## src/rtl/pdg_pkg.sv

```systemverilog
package pdg_pkg;
  localparam int ID_W    = 8;
  localparam int DOM_W   = 2;
  localparam int NUM_DOM = 1 << DOM_W;
  localparam int PERM_W  = 2 * NUM_DOM;
  localparam int DATA_W  = 32;
  localparam int ADDR_W  = ID_W + 1;
  localparam int LOCK_BIT = 31;
  localparam int SEM_BIT  = 30;

  // strobes from control to datapath
  typedef struct packed {
    logic            mstWe;
    logic            polWe;
    logic [ID_W-1:0] idx;
  } pdgStrobe_t;
endpackage

```

## src/rtl/pdg_datapath.sv

```systemverilog
module pdg_datapath
  import pdg_pkg::*;
#(
  parameter int NUM_MASTERS = 16,
  parameter int NUM_PERIPHS = 32
) (
  input  logic              clk,
  input  logic              rstN,
  input  pdgStrobe_t        strb,
  input  logic [DATA_W-1:0] wrData,
  input  logic [ADDR_W-1:0] rdAddr,
  output logic [DATA_W-1:0] rdData,
  input  logic [ID_W-1:0]   lkMaster,
  input  logic [ID_W-1:0]   lkPeriph,
  output logic [DOM_W-1:0]  lkDom,
  output logic [PERM_W-1:0] lkPerm,
  output logic              lkSem
);
  localparam int MIDX_W = (NUM_MASTERS > 1) ? $clog2(NUM_MASTERS) : 1;
  localparam int PIDX_W = (NUM_PERIPHS > 1) ? $clog2(NUM_PERIPHS) : 1;
  localparam logic [ID_W:0] MST_LIM = (ID_W+1)'(NUM_MASTERS);
  localparam logic [ID_W:0] PER_LIM = (ID_W+1)'(NUM_PERIPHS);

  logic [DOM_W-1:0]  mstDom  [NUM_MASTERS];
  logic              mstLock [NUM_MASTERS];
  logic [PERM_W-1:0] polPerm [NUM_PERIPHS];
  logic              polSem  [NUM_PERIPHS];
  logic              polLock [NUM_PERIPHS];

  logic wrMstHit, wrPolHit;
  assign wrMstHit = ({1'b0, strb.idx} < MST_LIM);
  assign wrPolHit = ({1'b0, strb.idx} < PER_LIM);

  // master table: locked entries ignore writes
  always_ff @(posedge clk) begin
    if (!rstN) begin
      for (int i = 0; i < NUM_MASTERS; i++) begin
        mstDom[i]  <= '0;
        mstLock[i] <= 1'b0;
      end
    end else if (strb.mstWe && wrMstHit && !mstLock[strb.idx[MIDX_W-1:0]]) begin
      mstDom[strb.idx[MIDX_W-1:0]]  <= wrData[DOM_W-1:0];
      mstLock[strb.idx[MIDX_W-1:0]] <= wrData[LOCK_BIT];
    end
  end

  // policy table
  always_ff @(posedge clk) begin
    if (!rstN) begin
      for (int i = 0; i < NUM_PERIPHS; i++) begin
        polPerm[i] <= '0;
        polSem[i]  <= 1'b0;
        polLock[i] <= 1'b0;
      end
    end else if (strb.polWe && wrPolHit && !polLock[strb.idx[PIDX_W-1:0]]) begin
      polPerm[strb.idx[PIDX_W-1:0]] <= wrData[PERM_W-1:0];
      polSem[strb.idx[PIDX_W-1:0]]  <= wrData[SEM_BIT];
      polLock[strb.idx[PIDX_W-1:0]] <= wrData[LOCK_BIT];
    end
  end

  // access lookup
  logic lkMstHit, lkPerHit;
  assign lkMstHit = ({1'b0, lkMaster} < MST_LIM);
  assign lkPerHit = ({1'b0, lkPeriph} < PER_LIM);

  always_comb begin
    lkDom  = lkMstHit ? mstDom[lkMaster[MIDX_W-1:0]] : '0;
    lkPerm = lkPerHit ? polPerm[lkPeriph[PIDX_W-1:0]] : '0;
    lkSem  = lkPerHit ? polSem[lkPeriph[PIDX_W-1:0]] : 1'b0;
  end

  // register readback
  logic [ID_W-1:0] rdIdx;
  assign rdIdx = rdAddr[ID_W-1:0];

  always_comb begin
    rdData = '0;
    if (!rdAddr[ID_W]) begin
      if ({1'b0, rdIdx} < MST_LIM) begin
        rdData[DOM_W-1:0] = mstDom[rdIdx[MIDX_W-1:0]];
        rdData[LOCK_BIT]  = mstLock[rdIdx[MIDX_W-1:0]];
      end
    end else begin
      if ({1'b0, rdIdx} < PER_LIM) begin
        rdData[PERM_W-1:0] = polPerm[rdIdx[PIDX_W-1:0]];
        rdData[SEM_BIT]    = polSem[rdIdx[PIDX_W-1:0]];
        rdData[LOCK_BIT]   = polLock[rdIdx[PIDX_W-1:0]];
      end
    end
  end

  // lock stickiness, per entry
  for (genvar m = 0; m < NUM_MASTERS; m++) begin : g_mstChk
    p_mst_lock_sticky_r4: assert property (@(posedge clk) disable iff (!rstN)
      mstLock[m] |=> (mstLock[m] && $stable(mstDom[m])));
  end
  for (genvar p = 0; p < NUM_PERIPHS; p++) begin : g_polChk
    p_pol_lock_sticky_r4: assert property (@(posedge clk) disable iff (!rstN)
      polLock[p] |=> (polLock[p] && $stable(polPerm[p]) && $stable(polSem[p])));
  end
endmodule

```

## src/rtl/pdg_ctrl.sv

```systemverilog
module pdg_ctrl
  import pdg_pkg::*;
(
  input  logic              clk,
  input  logic              rstN,
  input  logic              regWrEn,
  input  logic [ADDR_W-1:0] regAddr,
  output pdgStrobe_t        strb,
  input  logic              reqValid,
  input  logic [ID_W-1:0]   reqMaster,
  input  logic [ID_W-1:0]   reqPeriph,
  input  logic              reqWrite,
  input  logic              semOwnerValid,
  input  logic [DOM_W-1:0]  semOwnerDom,
  input  logic [DOM_W-1:0]  lkDom,
  input  logic [PERM_W-1:0] lkPerm,
  input  logic              lkSem,
  output logic              respValid,
  output logic              respGrant,
  output logic              respSemNeeded,
  output logic              violValid,
  output logic [ID_W-1:0]   violMaster,
  output logic [ID_W-1:0]   violPeriph
);
  // register bus decode
  always_comb begin
    strb.mstWe = regWrEn && !regAddr[ID_W];
    strb.polWe = regWrEn &&  regAddr[ID_W];
    strb.idx   = regAddr[ID_W-1:0];
  end

  // decision: write bit at 2d, read bit at 2d+1
  logic [$clog2(PERM_W)-1:0] permSel;
  logic rwOk, semOk, grant;
  assign permSel = {lkDom, ~reqWrite};
  assign rwOk    = lkPerm[permSel];
  assign semOk   = !lkSem || (semOwnerValid && (semOwnerDom == lkDom));
  assign grant   = rwOk && semOk;

  always_ff @(posedge clk) begin
    if (!rstN) begin
      respValid     <= 1'b0;
      respGrant     <= 1'b0;
      respSemNeeded <= 1'b0;
      violValid     <= 1'b0;
      violMaster    <= '0;
      violPeriph    <= '0;
    end else begin
      respValid     <= reqValid;
      respGrant     <= reqValid && grant;
      respSemNeeded <= reqValid && lkSem;
      violValid     <= reqValid && !grant;
      if (reqValid && !grant) begin
        violMaster <= reqMaster;
        violPeriph <= reqPeriph;
      end
    end
  end

  p_resp_follows_req_r5: assert property (@(posedge clk) disable iff (!rstN)
    reqValid |=> respValid);
  p_no_resp_idle_r5: assert property (@(posedge clk) disable iff (!rstN)
    !reqValid |=> (!respValid && !violValid && !respGrant));
  p_grant_not_viol_r7: assert property (@(posedge clk) disable iff (!rstN)
    !(respGrant && violValid));
  p_sem_owner_r6: assert property (@(posedge clk) disable iff (!rstN)
    (reqValid && lkSem && !semOwnerValid) |=> !respGrant);
endmodule

```

## src/rtl/periph_domain_guard.sv

```systemverilog
module periph_domain_guard
  import pdg_pkg::*;
#(
  parameter int NUM_MASTERS = 16,
  parameter int NUM_PERIPHS = 32
) (
  input  logic        clk,
  input  logic        rstN,
  input  logic        regWrEn,
  input  logic [8:0]  regAddr,
  input  logic [31:0] regWrData,
  output logic [31:0] regRdData,
  input  logic        reqValid,
  input  logic [7:0]  reqMaster,
  input  logic [7:0]  reqPeriph,
  input  logic        reqWrite,
  input  logic        semOwnerValid,
  input  logic [1:0]  semOwnerDom,
  output logic        respValid,
  output logic        respGrant,
  output logic        respSemNeeded,
  output logic        violValid,
  output logic [7:0]  violMaster,
  output logic [7:0]  violPeriph
);
  pdgStrobe_t        strb;
  logic [DOM_W-1:0]  lkDom;
  logic [PERM_W-1:0] lkPerm;
  logic              lkSem;

  pdg_ctrl u_ctrl (
    .clk(clk), .rstN(rstN), .regWrEn(regWrEn), .regAddr(regAddr), .strb(strb),
    .reqValid(reqValid), .reqMaster(reqMaster), .reqPeriph(reqPeriph),
    .reqWrite(reqWrite), .semOwnerValid(semOwnerValid), .semOwnerDom(semOwnerDom),
    .lkDom(lkDom), .lkPerm(lkPerm), .lkSem(lkSem),
    .respValid(respValid), .respGrant(respGrant), .respSemNeeded(respSemNeeded),
    .violValid(violValid), .violMaster(violMaster), .violPeriph(violPeriph)
  );

  pdg_datapath #(.NUM_MASTERS(NUM_MASTERS), .NUM_PERIPHS(NUM_PERIPHS)) u_dp (
    .clk(clk), .rstN(rstN), .strb(strb), .wrData(regWrData),
    .rdAddr(regAddr), .rdData(regRdData),
    .lkMaster(reqMaster), .lkPeriph(reqPeriph),
    .lkDom(lkDom), .lkPerm(lkPerm), .lkSem(lkSem)
  );
endmodule

```

## config.mk

```make
export PLATFORM = sky130hd
export DESIGN_NAME = periph_domain_guard
export DESIGN_NICKNAME = d
export VERILOG_FILES = /design/src/rtl/pdg_pkg.sv /design/src/rtl/pdg_datapath.sv /design/src/rtl/pdg_ctrl.sv /design/src/rtl/periph_domain_guard.sv
export SDC_FILE = /design/constraint.sdc
export NUM_CORES = 1
export LEC_CHECK = 0
export BUFFER_PORTS_ARGS = -buffer_cell sky130_fd_sc_hd__buf_2
export CAP_MARGIN = 20
export CORE_MARGIN = 5
export CORE_UTILIZATION = 30
export DETAILED_ROUTE_END_ITERATION = 7
export PLACE_DENSITY_LB_ADDON = 0.05
export SETUP_SLACK_MARGIN = 0.15
export SLEW_MARGIN = 10
export SYNTH_ARGS = -nofsm -noshare
export SYNTH_HDL_FRONTEND = slang
export SYNTH_HIERARCHICAL = 1
export SYNTH_SLANG_ARGS = --single-unit
```

## constraint.sdc

```tcl
create_clock -name clk -period 4 [get_ports clk]
set_input_delay 0.4 -clock clk [delete_from_list [all_inputs] [get_ports clk]]
set_output_delay 0.4 -clock clk [all_outputs]
set_load 0.01 [all_outputs]
```

Word level (Yosys, flattened, before mapping) --
Memories as Yosys holds them, arrays and structs flattened. Cells that the tools add are included.
Storage, ports and cells: bits of input ports 65, memories kept 5, RAM bits 368, flip-flop bits (word level) 20
Memory list:
- u_dp.polPerm | words 32, width 8, read ports 2, clocked after memory_dff 0, wr ports 32, line pdg_datapath.sv:26 | logic [PERM_W-1:0] polPerm [NUM_PERIPHS];
- u_dp.mstDom | words 16, width 2, read ports 2, clocked after memory_dff 0, wr ports 16, line pdg_datapath.sv:24 | logic [DOM_W-1:0] mstDom [NUM_MASTERS];
- u_dp.polLock | words 32, width 1, read ports 1, clocked after memory_dff 0, wr ports 32, line pdg_datapath.sv:28 | logic polLock [NUM_PERIPHS];
- u_dp.polSem | words 32, width 1, read ports 2, clocked after memory_dff 0, wr ports 32, line pdg_datapath.sv:27 | logic polSem [NUM_PERIPHS];
- u_dp.mstLock | words 16, width 1, read ports 1, clocked after memory_dff 0, wr ports 16, line pdg_datapath.sv:25 | logic mstLock [NUM_MASTERS];
Operators by class: reduce and logical (&&, ||, !) cells 22, equal/unequal tests 1, multiplexer cells 35, bitwise operators 1, $lt $le $gt $ge 5
Operators with widths (count):
- two-way mux 8 bit | 3
- two-way mux 1 bit | 20
- less-than comparator 8 x 5 -> 1 bit (second input constant) | 2
- less-than comparator 8 x 6 -> 1 bit (second input constant) | 2
- two-way mux 5 bit | 3
- logical AND 1 bit | 11
- two-way mux 2 bit | 5
- two-way mux 4 bit | 2
- OR reduction 8 bit | 1
- two-way mux 6 bit | 1
- logical NOT 1 bit | 5
- less-than comparator 3 x 4 -> 1 bit (second input constant) | 1
- binary-select mux 1 bit (select 3 bit) | 1
- OR reduction 1 bit | 3
- == test 2 bit | 1
- OR reduction 2 bit | 1
- logical OR 1 bit | 1
- NOT 1 bit | 1

Depth between registers and ports, before layout --
Gate-level depths: netlist of run 1.
depth in word-level cells 9, mapped depth 12, mapped depth without buffers 8

Hierarchy --
Netlist of run 1, hierarchy kept.
Modules (own cells, without submodules):
- pdg_datapath | area an instance 20135.6 um^2, cells each 1446, sequential area each 10249.8 um^2, times used 1
- pdg_ctrl | area an instance 934.6 um^2, cells each 98, sequential area each 400.4 um^2, times used 1

Worst setup path before layout of run 1 --
OpenSTA, ideal clock, no wires.
path kind input to register, start point input reqPeriph[0], end point register u_ctrl.violMaster[0], cell stages on the path 12, setup time 0.072 ns, arrival time 3.470 ns, data required time 3.928 ns, setup slack 0.458 ns, cells stage by stage clkbuf_1 buf_2 mux4_2 mux4_2 inv_1 o22ai_1 mux2_1 mux4_2 a21boi_2 buf_6 buf_12 mux2i_1
On the way: longest elaborated chain between the ends 7
RTL lines:
- start: declaration | line periph_domain_guard.sv:15 | input logic [7:0] reqPeriph,
- memory (32 x 8 bit) or less-than comparator 8 x 6 -> 1 bit (tied branches)
- two-way mux 8 bit * | line pdg_datapath.sv:69 | lkPerm = lkPerHit ? polPerm[lkPeriph[PIDX_W-1:0]] : '0;
- named net lkPerm[6] | line periph_domain_guard.sv:28 | logic [PERM_W-1:0] lkPerm;
- binary-select mux 1 bit (select 3 bit) * | line pdg_ctrl.sv:36 | assign rwOk = lkPerm[permSel];
- two-way mux 1 bit (not written as such) * | line pdg_ctrl.sv:36
- logical AND 1 bit * | line pdg_ctrl.sv:38 | assign grant = rwOk && semOk;
- logical NOT 1 bit * | line pdg_ctrl.sv:53 | if (reqValid && !grant) begin
- logical AND 1 bit * | line pdg_ctrl.sv:53
- end signal: assignment | line pdg_ctrl.sv:54 | violMaster <= reqMaster;
- end: declaration | line pdg_ctrl.sv:22 | output logic [ID_W-1:0] violMaster,
Mark *: on every way through the listed nets, which the timed path passes. The rest lies on a longest branch. The select of a mux whose other input is x is not followed. A chain may end at the register's enable or synchronous reset.

==> results of run 1 <==
[worst paths after layout]
path	to	slack, ps	cells after the start
setup / recovery	u_ctrl/violMaster[4]$_SDFFE_PN0P_	630	9
hold / removal	u_ctrl/violMaster[7]$_SDFFE_PN0P_	70	3
setup reg to reg	u_ctrl/violMaster[4]$_SDFFE_PN0P_	630	9
hold reg to reg	u_ctrl/violMaster[7]$_SDFFE_PN0P_	460	2
[cells in the final DEF, fill, tap and decap left out, types with 4 or more instances in the layout]
cell type,synthesis,final
nor2_1,20,20
mux2i_1,51,51
dfxtp_1,100,100
edfxtp_1,288,288
nand2_1,117,117
nor3_2,25,25
nor3_1,14,14
o22ai_1,9,9
clkbuf_16,0,53
nor3_4,4,4
nand2b_1,35,35
a22oi_1,7,7
buf_4,36,76
inv_1,21,21
clkinv_1,0,8
a211oi_1,9,9
mux4_2,203,203
buf_12,1,15
conb_1,1,22
clkbuf_1,86,14
o21ai_0,56,56
buf_2,43,67
a22o_1,51,51
clkbuf_8,0,7
clkinv_2,0,6
nor2b_1,14,14
and2_1,291,291
[stage by stage]
step | util (%) | hold slack [ps] | setup WS (ps) | instance area (um2)
floorplan | - | 444 | 458 | 21100
global placement | 32.3 | 441 | 165 | 22500
detailed placement | 32.3 | 450 | 150 | 22500
CTS | 34.6 | 39.4 | 616 | 24200
global route | 34.6 | 69.7 | 511 | 24200
finish | 34.6 | 72.7 | 629 | 24200
[state kept, by name, summed over array words and instances, names as in the netlist]
name	cells
u_ctrl/respValid	1
u_dp/polPerm	256
u_dp/mstDom	32
u_dp/polLock	32
u_ctrl/violMaster	8
u_ctrl/respSemNeeded	1
u_dp/polSem	32
u_ctrl/violPeriph	8
u_dp/mstLock	16
u_ctrl/respGrant	1
u_ctrl/violValid	1
[power by group]
part | switching [W] | internal, W
Clock | 0.00176 | 0.00266
Sequential | 0.0000839 | 0.00448
Combinational | 0.000585 | 0.000444
[routing by layer]
metal | GRT usage [%] | share of wire [%]
met1 | 22.6 | 43
met2 | 30.6 | 51
met3 | 2.59 | 3.7
met4 | 3.80 | 1.9
met5 | 0 | 0
[cell type report]
type	count	area (um2)	area share (%)
Clock buffer	74	1480	6.10
Clock inverter	17	129	0.533
Inverter	21	78.8	0.326
Multi-Input combinational cell	967	9430	39.0
Sequential cell	388	10700	44.1
Tap cell	940	1180	4.87
Timing Repair Buffer	160	1230	5.08
[critical path, stage by stage (launching register included)]
cell and delay, ps:
edfxtp_1 410, mux4_2 520, mux4_2 480, inv_1 140, o22ai_1 150, mux2_1 370
mux4_2 580, a21boi_2 210, buf_4 230, mux2i_1 200
[kinds of logic after synthesis]
family | Yosys count | share of synthesized area [%]
XOR/XNOR | 2 | 0.0832
multiplexers | 258 | 24.3
buffers and inverters | 210 | 5.06
flip-flops | 388 | 50.5
other | 1 | 0.0178
AND/OR/NAND/NOR | 541 | 15.2
AO/OA/AOI/OAI | 144 | 4.74
==> flow_summary.ini, run 1 <==
[finish]
insertedDiodeCount = 0
area_growth_pct = 14.7
fin_nets = 1652
layoutNonFillerInstCount = 2567
drive_gt1_share_pct = 28.9
fillers = 6768

[worst_setup_path]
start_kind = flop
crit_required_ps = 4500
endpoint_kind = flop
crit_start = u_dp/polPerm[21][6]$_SDFFCE_PN0P_
rr_startpoint = u_dp/polPerm[21][6]$_SDFFCE_PN0P_
crit_type = reg -> reg
worstPathArrival_ps = 3870
crit_fanout = 9

[flow_run]
maxCapViolations = 0

[die]
fp-row-count = 97
design.core.area_mm2 = 0.0698
dieArea_mm2 = 0.0756
fp.dieW_um = 275
initial_core_util_pct = 30.2
ioPinCount = 117
die_y_um = 275

[logic_synthesis]
synth_top_area_share_pct = 41.0
synth_area_mm2 = 0.0211
synth_seq_cells = 388
synthArstFlopShare_pct = 0
yosysMostFrequentCell = and2_1
synth_edf_count = 288
synth.area.top_cells = edfxtp_1, mux4_2, dfxtp_1
synth_top_flop_cell = edfxtp_1
synth_commonest_cells = and2_1, edfxtp_1, mux4_2
yosysWarnings = 6
ys_seq_area_share_pct = 50.5
yosys.area.top_type = edfxtp_1
synthCells = 1544
ys_types = 55
syn_avg_cell_area_um2 = 13.6

[pwr]
peakVddDrop_uv = 316
finalPower_w = 0.0100
leakagePower_nw = 8.55
p_per_area_mw_per_mm2 = 414

[timing]
min_period_ps = 3370
drv_slew = 0
period_share_pct = 84.3
max_slew.worst_pin.slew_ps = 1210
rsz0062_at_grt = false
setup_violations = 0
clock.fmax_mhz = 297
clock_skew_ps = 14.3
hold_violations = 0
tns_ps = 0
max_slew_margin_pct = 19.6

[drt]
drt_first_pass_iters = 5
totalWireLength_um = 65400
routedWlPerCell_um = 25.5
ant_nets = 0
drt_iter0_markers = 763
via_per_inst = 4.98
via_count = 12800
drc = 0

[global_route]
antenna_found_initial = 2
grt_pass1_vias = 13400
grt_pass1_wl_um = 95400
overflow = 0
grt_max_degree = 163
grtUsageTotal_pct = 17.3

[clocking]
cts_setup_buffers = 0
cts_max_path_buffers = 3
ctsResizeCount = 0
cts_sinks = 388
holdBufCountCts = 0
clockRootBuffer = clkbuf_16
clock_latency_ps = 580
htreeDepth = 2
clk_pin_slew_ps = 60
cts_buffers = 49
cts_tree = done

[status]
status = finished clean

[min_path]
hold_start = reqMaster[7]
min_path_type = in -> reg

[place]
dp_cells = 2475
dp_hpwl_um = 47100
port_buffers = 72
place_congestion = 0.751
Note: power is estimated with default switching activity, not from simulation.
==> run 2: changes to the inputs <==
==> constraint.sdc (replaced) <==
create_clock -name clk -period 3 [get_ports clk]
set_input_delay 0.3 -clock clk [delete_from_list [all_inputs] [get_ports clk]]
set_output_delay 0.3 -clock clk [all_outputs]
set_load 0.01 [all_outputs]
==> run 2 against run 1 <==
  * The flow now finishes with violations (setup timing)
  * Worst hold slack improved by 46 ps
  * Power rose by 37%
  * Sequential cell count did not move
  * Highest routed layer unchanged
  * Clock skew rose by 5.9 ps
  * Worst setup slack got worse by 930 ps
  * Routed wire length rose by 7.5%
  * Sequential power rose by 35%
  * Clock power rose by 38%
  * Non-clock buffer count rose by 76
  * Fmax rose by 2.2%
==> flow_summary.ini, run 2 (same netlist as run 1, synthesis figures left out) <==
[finish]
drive_gt1_share_pct = 33.5
fin_nets = 1727
final_cell_area_mm2 = 0.0250
largest_reg_flops = 256
fillers = 6713
seqCellArea_mm2 = 0.0107
multiInputGateArea_mm2 = 0.00959
top_register = u_dp/polPerm
final_cell_mix = and2_1, edfxtp_1, mux4_2, buf_4, nand2_1
layoutNonFillerInstCount = 2644
layout_commonest_cell = and2_1
final_util_pct = 35.9
area_growth_pct = 18.8

[timing]
period_share_pct = 110
drv_slew = 0
max_slew_margin_pct = 32.8
worst_slack_ps = -300
min_period_ps = 3300
tns_ps = -4720
clock.fmax_mhz = 303
hold_violations = 0
setup_violations = 18
rsz0062_at_grt = true
max_slew.worst_pin.slew_ps = 1010
clock_skew_ps = 20.2

[pwr]
combPwrFrac_pct = 10.7
internal_power_w = 0.0103
pwr-share-seq_pct = 44.8
power_switching_w = 0.00343
p_per_area_mw_per_mm2 = 548
leakagePower_nw = 8.98
pwr-share-clk_pct = 44.5
sw_frac_of_total_pct = 25.0
peakVddDrop_uv = 356

[place]
place_area_mm2 = 0.0230
dp_cells = 2534
place_congestion = 0.799
pre_cts_slack_ps = -628
dp_hpwl_um = 51200
port_buffers = 72

[clocking]
cts_max_path_buffers = 3
htreeDepth = 2
clockRootBuffer = clkbuf_16
clk_pin_slew_ps = 70
cts_buffers = 48
clock_latency_ps = 590
cts_tree = done
cts_sinks = 388

[die]
die_y_um = 275
ioPinCount = 117
dieArea_mm2 = 0.0756
fp.dieW_um = 275
fp-row-count = 97
design.core.area_mm2 = 0.0698
initial_core_util_pct = 30.2

[drt]
ant_nets = 0
totalWireLength_um = 70300
routedWlPerCell_um = 26.6
via_per_inst = 5.03
drt_iter0_markers = 965
via_count = 13300
drc = 0
drt_first_pass_iters = 5

[status]
violations = setup timing
status = finished, violations left

[worst_setup_path]
crit_fanout = 2
crit_type = reg -> reg
start_kind = flop
worstPathArrival_ps = 3770
endpoint_kind = flop
crit_required_ps = 3470

[global_route]
grt_pass1_vias = 13500
grtUsageTotal_pct = 18.5
grt_pass1_wl_um = 102000
grt_max_degree = 163
antenna_found_initial = 2
overflow = 0

[min_path]
min_path_type = in -> reg

[flow_run]
maxCapViolations = 0
-- run 2: worst max-delay path, cell delays in order (launching register included) --
cell and delay (ps):
edfxtp_1 450, mux4_2 480, mux4_2 570, inv_1 100, o22ai_1 80, mux2_4 300, mux4_2 560, buf_4 180
buf_6 100, buf_6 100, buf_6 100, and3_4 150
-- run 2: metal layers --
layer / share of wire [%] / GRT usage [%]
met1: 46 / 26.0
met3: 3.9 / 2.80
met5: 0 / 0
met4: 1.6 / 3.69
met2: 49 / 30.8
-- run 2: timing repair --
action	4_1_cts	5_1_grt
gates resized for setup	40	7
hold buffers	10	0
hold endpoints to repair	11	0
cloned	1	0
setup endpoints to repair	25	26
setup buffers	5	1
pin swaps	3	3
-- run 2: power by group through the flow --
| stage | Sequential [W] | Clock (W) | Combinational [W] |
|---|---|---|---|
| 2_1_floorplan | 0.00615 | 0 | 0.000935 |
| 3_3_place_gp | 0.00627 | 0 | 0.00142 |
| 3_5_place_dp | 0.00625 | 0 | 0.00143 |
| 4_1_cts | 0.00614 | 0.00629 | 0.00149 |
| 5_1_grt | 0.00616 | 0.00649 | 0.00158 |
| 6_report | 0.00615 | 0.00610 | 0.00148 |
-- run 2: final timing paths --
| kind | start | end | slack (ps) | depth (start not counted) |
|---|---|---|---|---|
| worst max-delay path | u_dp/polPerm[28][4]$_SDFFCE_PN0P_ | u_ctrl/respGrant$_SDFF_PN0_ | -300 | 11 |
| worst min-delay path | reqMaster[1] | u_ctrl/violMaster[1]$_SDFFE_PN0P_ | 120 | 3 |
| worst max register to register | u_dp/polPerm[28][4]$_SDFFCE_PN0P_ | u_ctrl/respGrant$_SDFF_PN0_ | -300 | 11 |
| worst min register to register | u_ctrl/violPeriph[5]$_SDFFE_PN0P_ | u_ctrl/violPeriph[5]$_SDFFE_PN0P_ | 460 | 2 |
-- run 2: layout make-up --
class	instances	share of cell area [%]
tap	940	4.70
inverter	21	0.315
timing repair buffer	236	7.52
clock buffer	58	5.24
sequential	388	42.6
multi-input combinational	967	38.3
antenna	2	0.0200
clock inverter	32	1.34
-- run 2: stage by stage --
stage,hold slack [ps],power [W]
2_1_floorplan,409,0.00709
3_3_place_gp,440,0.00769
3_5_place_dp,450,0.00768
4_1_cts,71.7,0.0139
5_1_grt,103,0.0142
6_report,118,0.0137
